## config.mk

```make
export PLATFORM = sky130hd
export DESIGN_NAME = i2c_xfer_filter
export DESIGN_NICKNAME = d
export VERILOG_FILES = /design/src/rtl/i2c_filt_pkg.sv /design/src/rtl/i2c_id_cmp.sv /design/src/rtl/i2c_route_decide.sv /design/src/rtl/i2c_sticky_flag.sv /design/src/rtl/i2c_xfer_filter.sv
export SDC_FILE = /design/constraint.sdc
export NUM_CORES = 1
export LEC_CHECK = 0
export BUFFER_PORTS_ARGS = -buffer_cell sky130_fd_sc_hd__buf_4
export CAP_MARGIN = 20
export CORE_MARGIN = 2
export CORE_UTILIZATION = 40
export CTS_BUF_LIST = sky130_fd_sc_hd__clkbuf_4 sky130_fd_sc_hd__clkbuf_8
export DETAILED_ROUTE_END_ITERATION = 7
export PLACE_DENSITY = 0.82
export REMOVE_ABC_BUFFERS = 1
export SLEW_MARGIN = 20
export SYNTH_ARGS = -nofsm -noshare
export SYNTH_HDL_FRONTEND = slang
export SYNTH_SLANG_ARGS = --single-unit
```

## constraint.sdc

```tcl
create_clock -name clk_i -period 0.86 [get_ports clk_i]
set_input_delay 0.086 -clock clk_i [delete_from_list [all_inputs] [get_ports clk_i]]
set_output_delay 0.086 -clock clk_i [all_outputs]
set_load 0.005 [all_outputs]
```

## src/rtl/i2c_filt_pkg.sv

```systemverilog
package i2c_filt_pkg;
  localparam int ACT_W = 2;
  typedef enum logic [ACT_W-1:0] {
    ACT_IGNORE  = 2'd0,
    ACT_LOCAL   = 2'd1,
    ACT_FORWARD = 2'd2,
    ACT_BLOCK   = 2'd3
  } act_e;
endpackage

```

## src/rtl/i2c_id_cmp.sv

```systemverilog
module i2c_id_cmp #(
  parameter int ADDR_W = 7,
  parameter int N_ID   = 3
) (
  input  logic [ADDR_W-1:0] addr_i,
  input  logic [ADDR_W-1:0] id_i [N_ID],
  output logic [N_ID-1:0]   hit_o
);
  for (genvar g = 0; g < N_ID; g++) begin : g_cmp
    assign hit_o[g] = (addr_i == id_i[g]);
  end
endmodule

```

## src/rtl/i2c_route_decide.sv

```systemverilog
module i2c_route_decide
  import i2c_filt_pkg::*;
#(
  parameter int ADDR_W = 7
) (
  input  logic              hit_local_i,
  input  logic              hit_known_i,
  input  logic              rnw_i,
  input  logic              remote_i,
  input  logic              pass_all_i,
  input  logic              wr_lock_i,
  input  logic [ADDR_W-1:0] addr_i,
  input  logic [ADDR_W-1:0] remap_i,
  output act_e              act_o,
  output logic [ADDR_W-1:0] addr_o
);
  always_comb begin
    act_o  = ACT_IGNORE;
    addr_o = addr_i;
    if (hit_local_i) begin
      // local ID wins over every forwarding rule
      act_o = (remote_i && !rnw_i && wr_lock_i) ? ACT_BLOCK : ACT_LOCAL;
    end else if (pass_all_i) begin
      act_o  = ACT_FORWARD;
      addr_o = remap_i;
    end else if (hit_known_i) begin
      act_o = ACT_FORWARD;
    end
  end
endmodule

```

## src/rtl/i2c_sticky_flag.sv

```systemverilog
module i2c_sticky_flag (
  input  logic clk_i,
  input  logic rst_ni,
  input  logic set_i,
  input  logic clr_i,
  output logic flag_o
);
  always_ff @(posedge clk_i or negedge rst_ni) begin
    if (!rst_ni)    flag_o <= 1'b0;
    else if (set_i) flag_o <= 1'b1;  // set beats clear
    else if (clr_i) flag_o <= 1'b0;
  end
endmodule

```

## src/rtl/i2c_xfer_filter.sv

```systemverilog
module i2c_xfer_filter
  import i2c_filt_pkg::*;
#(
  parameter int ADDR_W = 7
) (
  input  logic              clk_i,
  input  logic              rst_ni,
  input  logic              req_valid_i,
  input  logic [ADDR_W-1:0] req_addr_i,
  input  logic              req_rnw_i,
  input  logic              req_remote_i,
  input  logic              cfg_pass_all_i,
  input  logic [ADDR_W-1:0] cfg_local_id_i,
  input  logic [ADDR_W-1:0] cfg_bridge_id_i,
  input  logic [ADDR_W-1:0] cfg_target_id_i,
  input  logic [ADDR_W-1:0] cfg_remap_id_i,
  input  logic              cfg_wr_lock_i,
  input  logic              seq_err_i,
  input  logic              seq_clr_i,
  output logic              dec_valid_o,
  output logic [ACT_W-1:0]  dec_act_o,
  output logic [ADDR_W-1:0] dec_addr_o,
  output logic              seq_err_o
);
  localparam int N_ID    = 3;
  localparam int IDX_LOC = 0;

  logic [ADDR_W-1:0] id_tab [N_ID];
  logic [N_ID-1:0]   hit;
  act_e              act_d;
  logic [ADDR_W-1:0] addr_d;

  assign id_tab[0] = cfg_local_id_i;
  assign id_tab[1] = cfg_bridge_id_i;
  assign id_tab[2] = cfg_target_id_i;

  i2c_id_cmp #(.ADDR_W(ADDR_W), .N_ID(N_ID)) u_cmp (
    .addr_i (req_addr_i),
    .id_i   (id_tab),
    .hit_o  (hit)
  );

  i2c_route_decide #(.ADDR_W(ADDR_W)) u_dec (
    .hit_local_i (hit[IDX_LOC]),
    .hit_known_i (|hit[N_ID-1:IDX_LOC+1]),
    .rnw_i       (req_rnw_i),
    .remote_i    (req_remote_i),
    .pass_all_i  (cfg_pass_all_i),
    .wr_lock_i   (cfg_wr_lock_i),
    .addr_i      (req_addr_i),
    .remap_i     (cfg_remap_id_i),
    .act_o       (act_d),
    .addr_o      (addr_d)
  );

  always_ff @(posedge clk_i or negedge rst_ni) begin
    if (!rst_ni) begin
      dec_valid_o <= 1'b0;
      dec_act_o   <= ACT_IGNORE;
      dec_addr_o  <= '0;
    end else begin
      dec_valid_o <= req_valid_i;
      if (req_valid_i) begin
        dec_act_o  <= act_d;
        dec_addr_o <= addr_d;
      end
    end
  end

  i2c_sticky_flag u_err (
    .clk_i  (clk_i),
    .rst_ni (rst_ni),
    .set_i  (seq_err_i),
    .clr_i  (seq_clr_i),
    .flag_o (seq_err_o)
  );
endmodule

```

; After elaboration in Yosys (flattened, before gate mapping)
; Index checks and enable logic that the tools add are counted.
[totals]
word_cells = 20
reg_bits = 11
input_bits = 44
out_inout_bits = 11
[op_classes]
n_reduce_logical = 5
eq_ne = 3
n_mux = 8
[ops]
columns = cell, count
row1 = $eq 7x7->1, 3
row2 = $mux 7, 2
row3 = $mux 2, 4
row4 = $logic_and 1x1->1, 2
row5 = $mux 1, 2
row6 = $reduce_bool 2->1, 1
row7 = $reduce_or 2->1, 1
row8 = $logic_not 1->1, 1

; Logic depth before layout (Yosys ltp)
; Gate-level depths: netlist of run 1.
[logic_depth]
word_depth = 5
ltp_mapped = 5
depth_no_buf = 5

; Hierarchy
; A second synthesis of run 1 with hierarchy kept.
[hier_totals]
hier_cells = 64
area_unflattened_um2 = 827.0
[by_module_without_submodules]
columns = mod, seq_area_each_um2, cells_per_inst, instances, area_each_um2
row1 = i2c_xfer_filter, 250.2, 21, 1, 402.9
row2 = i2c_id_cmp, 0.0, 27, 1, 240.2
row3 = i2c_route_decide, 0.0, 13, 1, 147.6
row4 = i2c_sticky_flag, 25.0, 3, 1, 36.3

; Worst setup path before layout of run 1
; Ideal clock, no wire load.
[synth_timing]
kind = input -> register
startpoint = in cfg_local_id_i[3]
endpoint = reg dec_addr_o[0]
t_arrival_ns = 0.966
n_path_buf = 0
setup_ns = 0.137
t_required_ns = 0.723
path_stages = 5
setup_slack_ns = -0.243
cell_sequence = xnor2_1 -> nand4_2 -> o21ai_4 -> mux2i_1 -> a21oi_1
[synth_between]
elab_chain_cells = 2
[synth_lines]
columns = item, line_no
row1 = start: declaration, i2c_xfer_filter.sv:13  ; input logic [ADDR_W-1:0] cfg_local_id_i,
row2 = $eq 7x7->1, i2c_id_cmp.sv:10  ; assign hit_o[g] = (addr_i == id_i[g]);
row3 = $mux 7, i2c_route_decide.sv:20  ; if (hit_local_i) begin
row4 = end signal: assignment, i2c_xfer_filter.sv:65  ; dec_addr_o <= addr_d;
row5 = end: declaration, i2c_xfer_filter.sv:22  ; output logic [ADDR_W-1:0] dec_addr_o,
; No other way between the ends.
; A chain may end at the register's enable or synchronous reset.

; Final worst setup path of run 1
[layout_timing]
startpoint = in req_addr_i[5]
endpoint = reg dec_act_o[1]
[layout_between]
elab_chain_cells = 5
elab_cells_between_ends = 7
cone_classes = 3 x eq/ne / 3 x mux / 1 x reduce/logical
[layout_lines]
columns = item, line_no
row1 = start: declaration, i2c_xfer_filter.sv:9  ; input logic [ADDR_W-1:0] req_addr_i,
row2 = $eq 7x7->1, i2c_id_cmp.sv:10
row3 = $reduce_or 2->1, i2c_xfer_filter.sv:45  ; .hit_known_i (|hit[N_ID-1:IDX_LOC+1]),
row4 = $mux 2, i2c_route_decide.sv:26  ; end else if (hit_known_i) begin
row5 = $mux 2, i2c_route_decide.sv:23  ; end else if (pass_all_i) begin
row6 = $mux 2 *, i2c_route_decide.sv:20
row7 = end signal: assignment, i2c_xfer_filter.sv:64  ; dec_act_o <= act_d;
row8 = end: declaration, i2c_xfer_filter.sv:21  ; output logic [ACT_W-1:0] dec_act_o,
; Every way passes the cells marked *; elsewhere a longest branch is shown, timed or not.

==> impl_metrics.tcl, run 1 <==
set metrics [dict create \
    outcome "complete, but fails checks" \
    failed_checks "setup timing" \
    synthCells 72 \
    cts_inserted_buffers 3 \
    grt_pass1_vias 909 \
    dp_slack_ns -0.434 \
    slew_headroom_pct 69.7 \
    clk_latency_ns 0.30 \
    hold_ws_ns 0.0732 \
    yosysSeqAreaShare_pct 38.3 \
    place_area_sq_mm 0.00125 \
    grt_usage_pct 29.6 \
    routabilityCongestion 0.812 \
    grt_pass1_wl_microns 4260 \
    period_share_pct 133 \
    critPathSlowestCell "nor4_1" \
    ir_drop_uv 1210 \
    synth-seq-cells 11 \
    critical_path_required_ns 1.02 \
    crit_buf_inv 2 \
    end_kind "flip-flop" \
    synthDistinctLibCells 18 \
    ant_nets 0 \
    drtIter0Drc 52 \
    hpwl_microns 1890 \
    crit_arrival_ns 1.30 \
    setup_slack_ns -0.281 \
    path_cells "buf_6 > buf_4 > xnor2_1 > nand4_1 > nor4_2 > nor4_1 > o22ai_1" \
    routed_wl_microns 4320 \
    crit_path_start_kind "primary input" \
    slew_viol_final 0 \
    min_period_ns 1.14 \
    die_h_microns 46.4 \
    syn-cell-area_sq_um 719 \
    cts_root_buffer "clkbuf_4" \
    maxCapViolCount 0 \
    post_drt_wl_per_cell_microns 25.1 \
    drc 0 \
    setup_viol 19 \
    dr.pass1.iters 4 \
    nets 192 \
    avgSynthCellArea_sq_um 9.99 \
    via_per_inst 5.90 \
    ys_warn_count 0 \
    via_count 1014 \
    io_buffers 54 \
    drive_gt1_share_pct 66.0 \
    final_cells 172 \
    grt.busiest_layer "met2" \
    clock_sinks 11 \
    path_clk_slew_ns 0.09 \
    finalHoldViolCount 0 \
    met1_usage_pct 38.8 \
    cp_max_fo 3 \
    grtUsageMet2_pct 48.9 \
    coreArea_sq_mm 0.00171 \
    pin_count 55 \
    cpLargestDelayFamily "simple AND/OR/NAND/NOR gates" \
    cts_tree "done" \
    rows 15 \
    grt_max_degree 17 \
    hold_path.class "in2reg" \
    cp_slowest_stage_delay_ns 0.41 \
    final_util_pct 95.4 \
    met3_usage_pct 3.14 \
    start_util_pct 42.1 \
    antenna_found_initial 0 \
    finalPower_mw 1.89 \
    worst_pin_slew_ns 0.450 \
    clock_path_buffers 2 \
    htreeDepth 1 \
    criticalPathCategory "in2reg" \
    r2r_slack_ns -0.01 \
    dieArea_sq_mm 0.00215 \
    dp.cells 161 \
    finalInstanceArea_sq_mm 0.00163 \
    n_antenna_cell 0 \
    fin_skew_ns 0 \
    clock.fmax_mhz 876 \
    fp.dieW_microns 46.4 \
    grt.overflow.total 0 \
    power.density_mw_per_mm2 1160 \
    tns_ns -2.03 \
    p_leak_nw 0.758 \
    rsz0062_at_grt "true" \
    syn_to_final_growth_pct 126 \
]
==> registers in the layout (all words and copies together), names as in the netlist <==
signal,count
dec_addr_o,7
u_err.flag_o,1
dec_valid_o,1
dec_act_o,2
==> final timing paths <==
path,endpoint,cells after the start,from
setup / recovery,dec_act_o[1]$_DFFE_PN0P_,7,req_addr_i[5]
hold / removal,u_err.flag_o$_DFFE_PN0P_,3,seq_clr_i
setup reg to reg,dec_addr_o[0]$_DFFE_PN0P_,3,dec_addr_o[0]$_DFFE_PN0P_
hold reg to reg,dec_act_o[0]$_DFFE_PN0P_,1,dec_act_o[0]$_DFFE_PN0P_
max in group asynchronous,dec_addr_o[3]$_DFFE_PN0P_,2,rst_ni
min in group asynchronous,dec_act_o[1]$_DFFE_PN0P_,2,rst_ni
==> what timing repair did <==
action	CTS	global route
gates resized for setup	25	27
endpoints found under the hold margin	13	0
endpoints found under the setup margin	19	19
setup buffers	2	2
pin swaps	7	12
hold buffers	3	0
cloned	0	0
==> worst reg2reg max path, stage by stage (launching register included) <==
cell	delay [ns]
dfrtp_1	0.41
buf_4	0.15
nor2_1	0.13
a21oi_1	0.06
==> report_power, final <==
| part | switching, mW | total, mW | internal, mW |
|---|---|---|---|
| Combinational | 0.355 | 0.839 | 0.484 |
| Clock | 0.232 | 0.445 | 0.212 |
| Sequential | 0.0472 | 0.610 | 0.563 |
| Total | 0.634 | 1.89 | 1.26 |
==> logic make-up (layout without fill, tap and decap cells) <==
family                    count (synthesis)  count (layout)  share of synthesized area [%]
xor gates and xnor gates                 21              21                           25.6
and+or+nand+nor                          17              17                           12.7
AOI/OAI and AO/OA                        11              11                           10.1
DFF                                      11              11                           38.3
muxes                                     8               8                           11.3
buffers and inverters                     4              79                           2.09
==> per-layer routing <==
metal | routed length (microns) | up-vias
li1 | - | 399
met1 | 1410 | 456
met2 | 2070 | 124
met3 | 487 | 35
met4 | 350 | 0
met5 | 0 | -
==> synthesized netlist by cell type <==
cell type | number | area (sq um)
xnor2_1 | 15 | 131
dfrtp_1 | 11 | 275
nor2_1 | 9 | 33.8
a21oi_1 | 7 | 35.0
mux2i_1 | 7 | 70.1
xor2_1 | 6 | 52.6
nor4_1 | 3 | 18.8
clkbuf_1 | 2 | 7.51
inv_1 | 2 | 7.51
nand4_1 | 2 | 12.5
a21o_1 | 1 | 7.51
mux2_2 | 1 | 11.3
nand2_1 | 1 | 3.75
nand3_2 | 1 | 10.0
nand4_2 | 1 | 12.5
o21ai_4 | 1 | 16.3
o22ai_1 | 1 | 6.26
o31ai_1 | 1 | 7.51
==> cells in the final DEF, fill, tap and decap left out <==
master / instances
a21oi_1: 5
nand4_4: 1
clkbuf_4: 4
nor4_1: 1
buf_12: 1
a21oi_2: 2
dfrtp_1: 11
mux2i_1: 4
mux2_2: 1
o31ai_2: 1
nand3_2: 1
nor2_1: 9
buf_6: 20
inv_1: 2
o22ai_1: 1
xnor2_2: 7
nand4_1: 2
a21o_1: 1
o21ai_4: 1
nand2_1: 1
buf_4: 46
mux2i_4: 2
dlygate4sd3_1: 3
xor2_1: 6
xnor2_1: 4
nor4_2: 2
buf_8: 3
mux2i_2: 1
xnor2_4: 4
==> layout make-up <==
class	count	area [sq um]
clock buffers	4	30.0
flip-flops and latches	11	275
repair buffers	73	666
multi-input cells	57	619
inverters	2	7.51
fillers	35	78.8
well taps	25	31.3
No activity file was read; power rests on OpenSTA's default activity.
==> inputs of run 2 (changes only) <==
Settings changed: SETUP_SLACK_MARGIN set to 0.5.
==> run 2 against run 1 <==
The flow finishes with violations (DRC, hold timing, setup timing). Sequential share of layout area is 0.47 points higher. Clock skew stayed put. Register-to-register slack worse by 0.02 ns. Die area stayed put. Fmax is 9.0% higher. Largest cell class unchanged. Global-route usage is 0.60 points lower. Clock-buffer cell count stayed put.
==> impl_metrics.tcl, run 2 (synthesized netlist as in run 1, its figures left out) <==
set metrics [dict create \
    cp_max_fo 3 \
    drive_gt1_share_pct 64.4 \
    coreArea_sq_mm 0.00171 \
    failed_checks "DRC, hold timing, setup timing" \
    end_kind "flip-flop" \
    met1_usage_pct 34.4 \
    multi_input_area_sq_um 588 \
    met3_usage_pct 4.71 \
    slew_viol_final 0 \
    mostFrequentLayoutCell "buf_4" \
    clk_latency_ns 0.29 \
    top_regs "dec_addr_o: 7 flops, dec_act_o: 2 flops" \
    path_clk_slew_ns 0.10 \
    n_antenna_cell 0 \
    nFillCells 51 \
    fin_skew_ns 0 \
    dieArea_sq_mm 0.00215 \
    p_int_mw 1.25 \
    grt_max_degree 17 \
    nets 191 \
    clock_path_buffers 2 \
    via_count 947 \
    seqPwrFrac_pct 33.3 \
    hold_ws_ns -0.0488 \
    path_cells "buf_4 > xnor2_2 > nand3_2 > o21ai_4 > buf_6 > mux2i_1 > a21oi_1" \
    crit_arrival_ns 1.22 \
    grtUsageMet2_pct 50.8 \
    grt.overflow.total 0 \
    dr.pass1.iters 8 \
    antenna_found_initial 0 \
    worst_pin_slew_ns 0.332 \
    min_period_ns 1.05 \
    routed_wl_microns 3530 \
    critical_path_required_ns 1.04 \
    cts_tree "done" \
    ir_drop_uv 1260 \
    drtIter0Drc 28 \
    hpwl_microns 1890 \
    ant_nets 0 \
    finalHoldViolCount 2 \
    hold_path.class "in2reg" \
    setup_viol 19 \
    pin_count 55 \
    grt_usage_pct 29.0 \
    hold_buffers 1 \
    p_switching_mw 0.580 \
    rsz0062_at_grt "true" \
    grt.busiest_layer "met2" \
    fp.dieW_microns 46.4 \
    dp_slack_ns -0.434 \
    grt_pass1_vias 896 \
    drc 2 \
    criticalPathCategory "in2reg" \
    crit_path_start_kind "primary input" \
    period_share_pct 122 \
    syn_to_final_growth_pct 120 \
    p_leak_nw 0.760 \
    cts_inserted_buffers 3 \
    cts_root_buffer "clkbuf_4" \
    pwr-share-clk_pct 24.3 \
    largest-register "dec_addr_o" \
    mostFrequentLayoutCells "47 x buf_4, 20 x buf_6, 11 x dfrtp_1" \
    io_buffers 54 \
    grt_pass1_wl_microns 4130 \
    slew_headroom_pct 77.7 \
    maxCapViolCount 0 \
    power.density_mw_per_mm2 1150 \
    start_util_pct 42.1 \
    die_h_microns 46.4 \
    rows 15 \
    setup_slack_ns -0.187 \
    critPathSlowestCell "mux2i_1" \
    clock_sinks 11 \
    clock.fmax_mhz 955 \
    htreeDepth 1 \
    switching_share_pct 31.8 \
    p_comb_share_pct 42.4 \
    seq_area_sq_um 275 \
    via_per_inst 5.54 \
    outcome "complete, but fails checks" \
    routabilityCongestion 0.812 \
    largest_reg_flops 7 \
    cp_slowest_stage_delay_ns 0.27 \
    post_drt_wl_per_cell_microns 20.7 \
]
run 2: changes by cell type in the layout (fill, tap and decap cells not counted), moves of 2 or more:
cell,before,now
a21oi_1,5,7
a21oi_2,2,0
dlygate4sd3_1,3,1
mux2i_1,4,6
mux2i_4,2,0
run 2: routing by layer:
metal  up-vias  wire length [microns]
met2        79                   1830
met5         -                      0
li1        396                      -
met3        20                    295
met4         0                    194
met1       452                   1220
run 2: final timing paths:
| kind | startpoint | end | slack [ns] | cells after the start |
|---|---|---|---|---|
| max in group asynchronous | rst_ni | dec_addr_o[3]$_DFFE_PN0P_ | 0.51 | 2 |
| hold reg to reg | dec_addr_o[6]$_DFFE_PN0P_ | dec_addr_o[6]$_DFFE_PN0P_ | 0.56 | 2 |
| setup reg to reg | dec_addr_o[3]$_DFFE_PN0P_ | dec_addr_o[3]$_DFFE_PN0P_ | -0.03 | 3 |
| hold / removal | req_valid_i | dec_valid_o$_DFF_PN0_ | -0.05 | 1 |
| min in group asynchronous | rst_ni | u_err.flag_o$_DFFE_PN0P_ | 0.17 | 2 |
| setup / recovery | req_addr_i[2] | dec_addr_o[2]$_DFFE_PN0P_ | -0.19 | 7 |
run 2: power by group through the flow:
stage	Clock (mW)	Sequential (mW)	Combinational, mW
finish	0.445	0.609	0.774
global route	0.460	0.608	0.808
CTS	0.420	0.602	0.633
detailed placement	0	0.600	0.535
global placement	0	0.598	0.521
floorplan	0	0.601	0.171
run 2: critical path: cells and delay by family:
family,cells,cell delay (ns)
AO/OA/AOI/OAI,2,0.31
AND/OR/NAND/NOR,1,0.13
multiplexers,1,0.27
buffers and inverters,2,0.27
XOR/XNOR,1,0.15
run 2: through the flow:
| step | area [sq um] | instances | TNS, ns | utilization, % | power (mW) |
|---|---|---|---|---|---|
| after global routing | 1590 | 171 | -1.82 | 92.8 | 1.88 |
| after floorplan | 712 | 70 | -1.61 | - | 0.771 |
| after global placement | 1250 | 161 | -3.21 | 73.3 | 1.12 |
| after detailed placement | 1250 | 161 | -3.44 | 73.3 | 1.13 |
| after CTS | 1430 | 168 | -0.967 | 83.7 | 1.66 |
| final | 1590 | 171 | -1.52 | 92.8 | 1.83 |
run 2: repair_timing:
| action | 4_1_cts | 5_1_grt |
|---|---|---|
| endpoints found under the setup margin | 21 | 21 |
| resized for setup | 25 | 21 |
| pin swaps | 8 | 13 |
| endpoints found under the hold margin | 13 | 2 |
| setup buffers | 2 | 3 |
run 2: area by class of cell:
type | instances | area share (%)
clock buffers | 4 | 1.89
well taps | 25 | 1.97
multi-input cells | 57 | 37.1
repair buffers | 72 | 41.2
inverters | 2 | 0.474
flip-flops and latches | 11 | 17.4
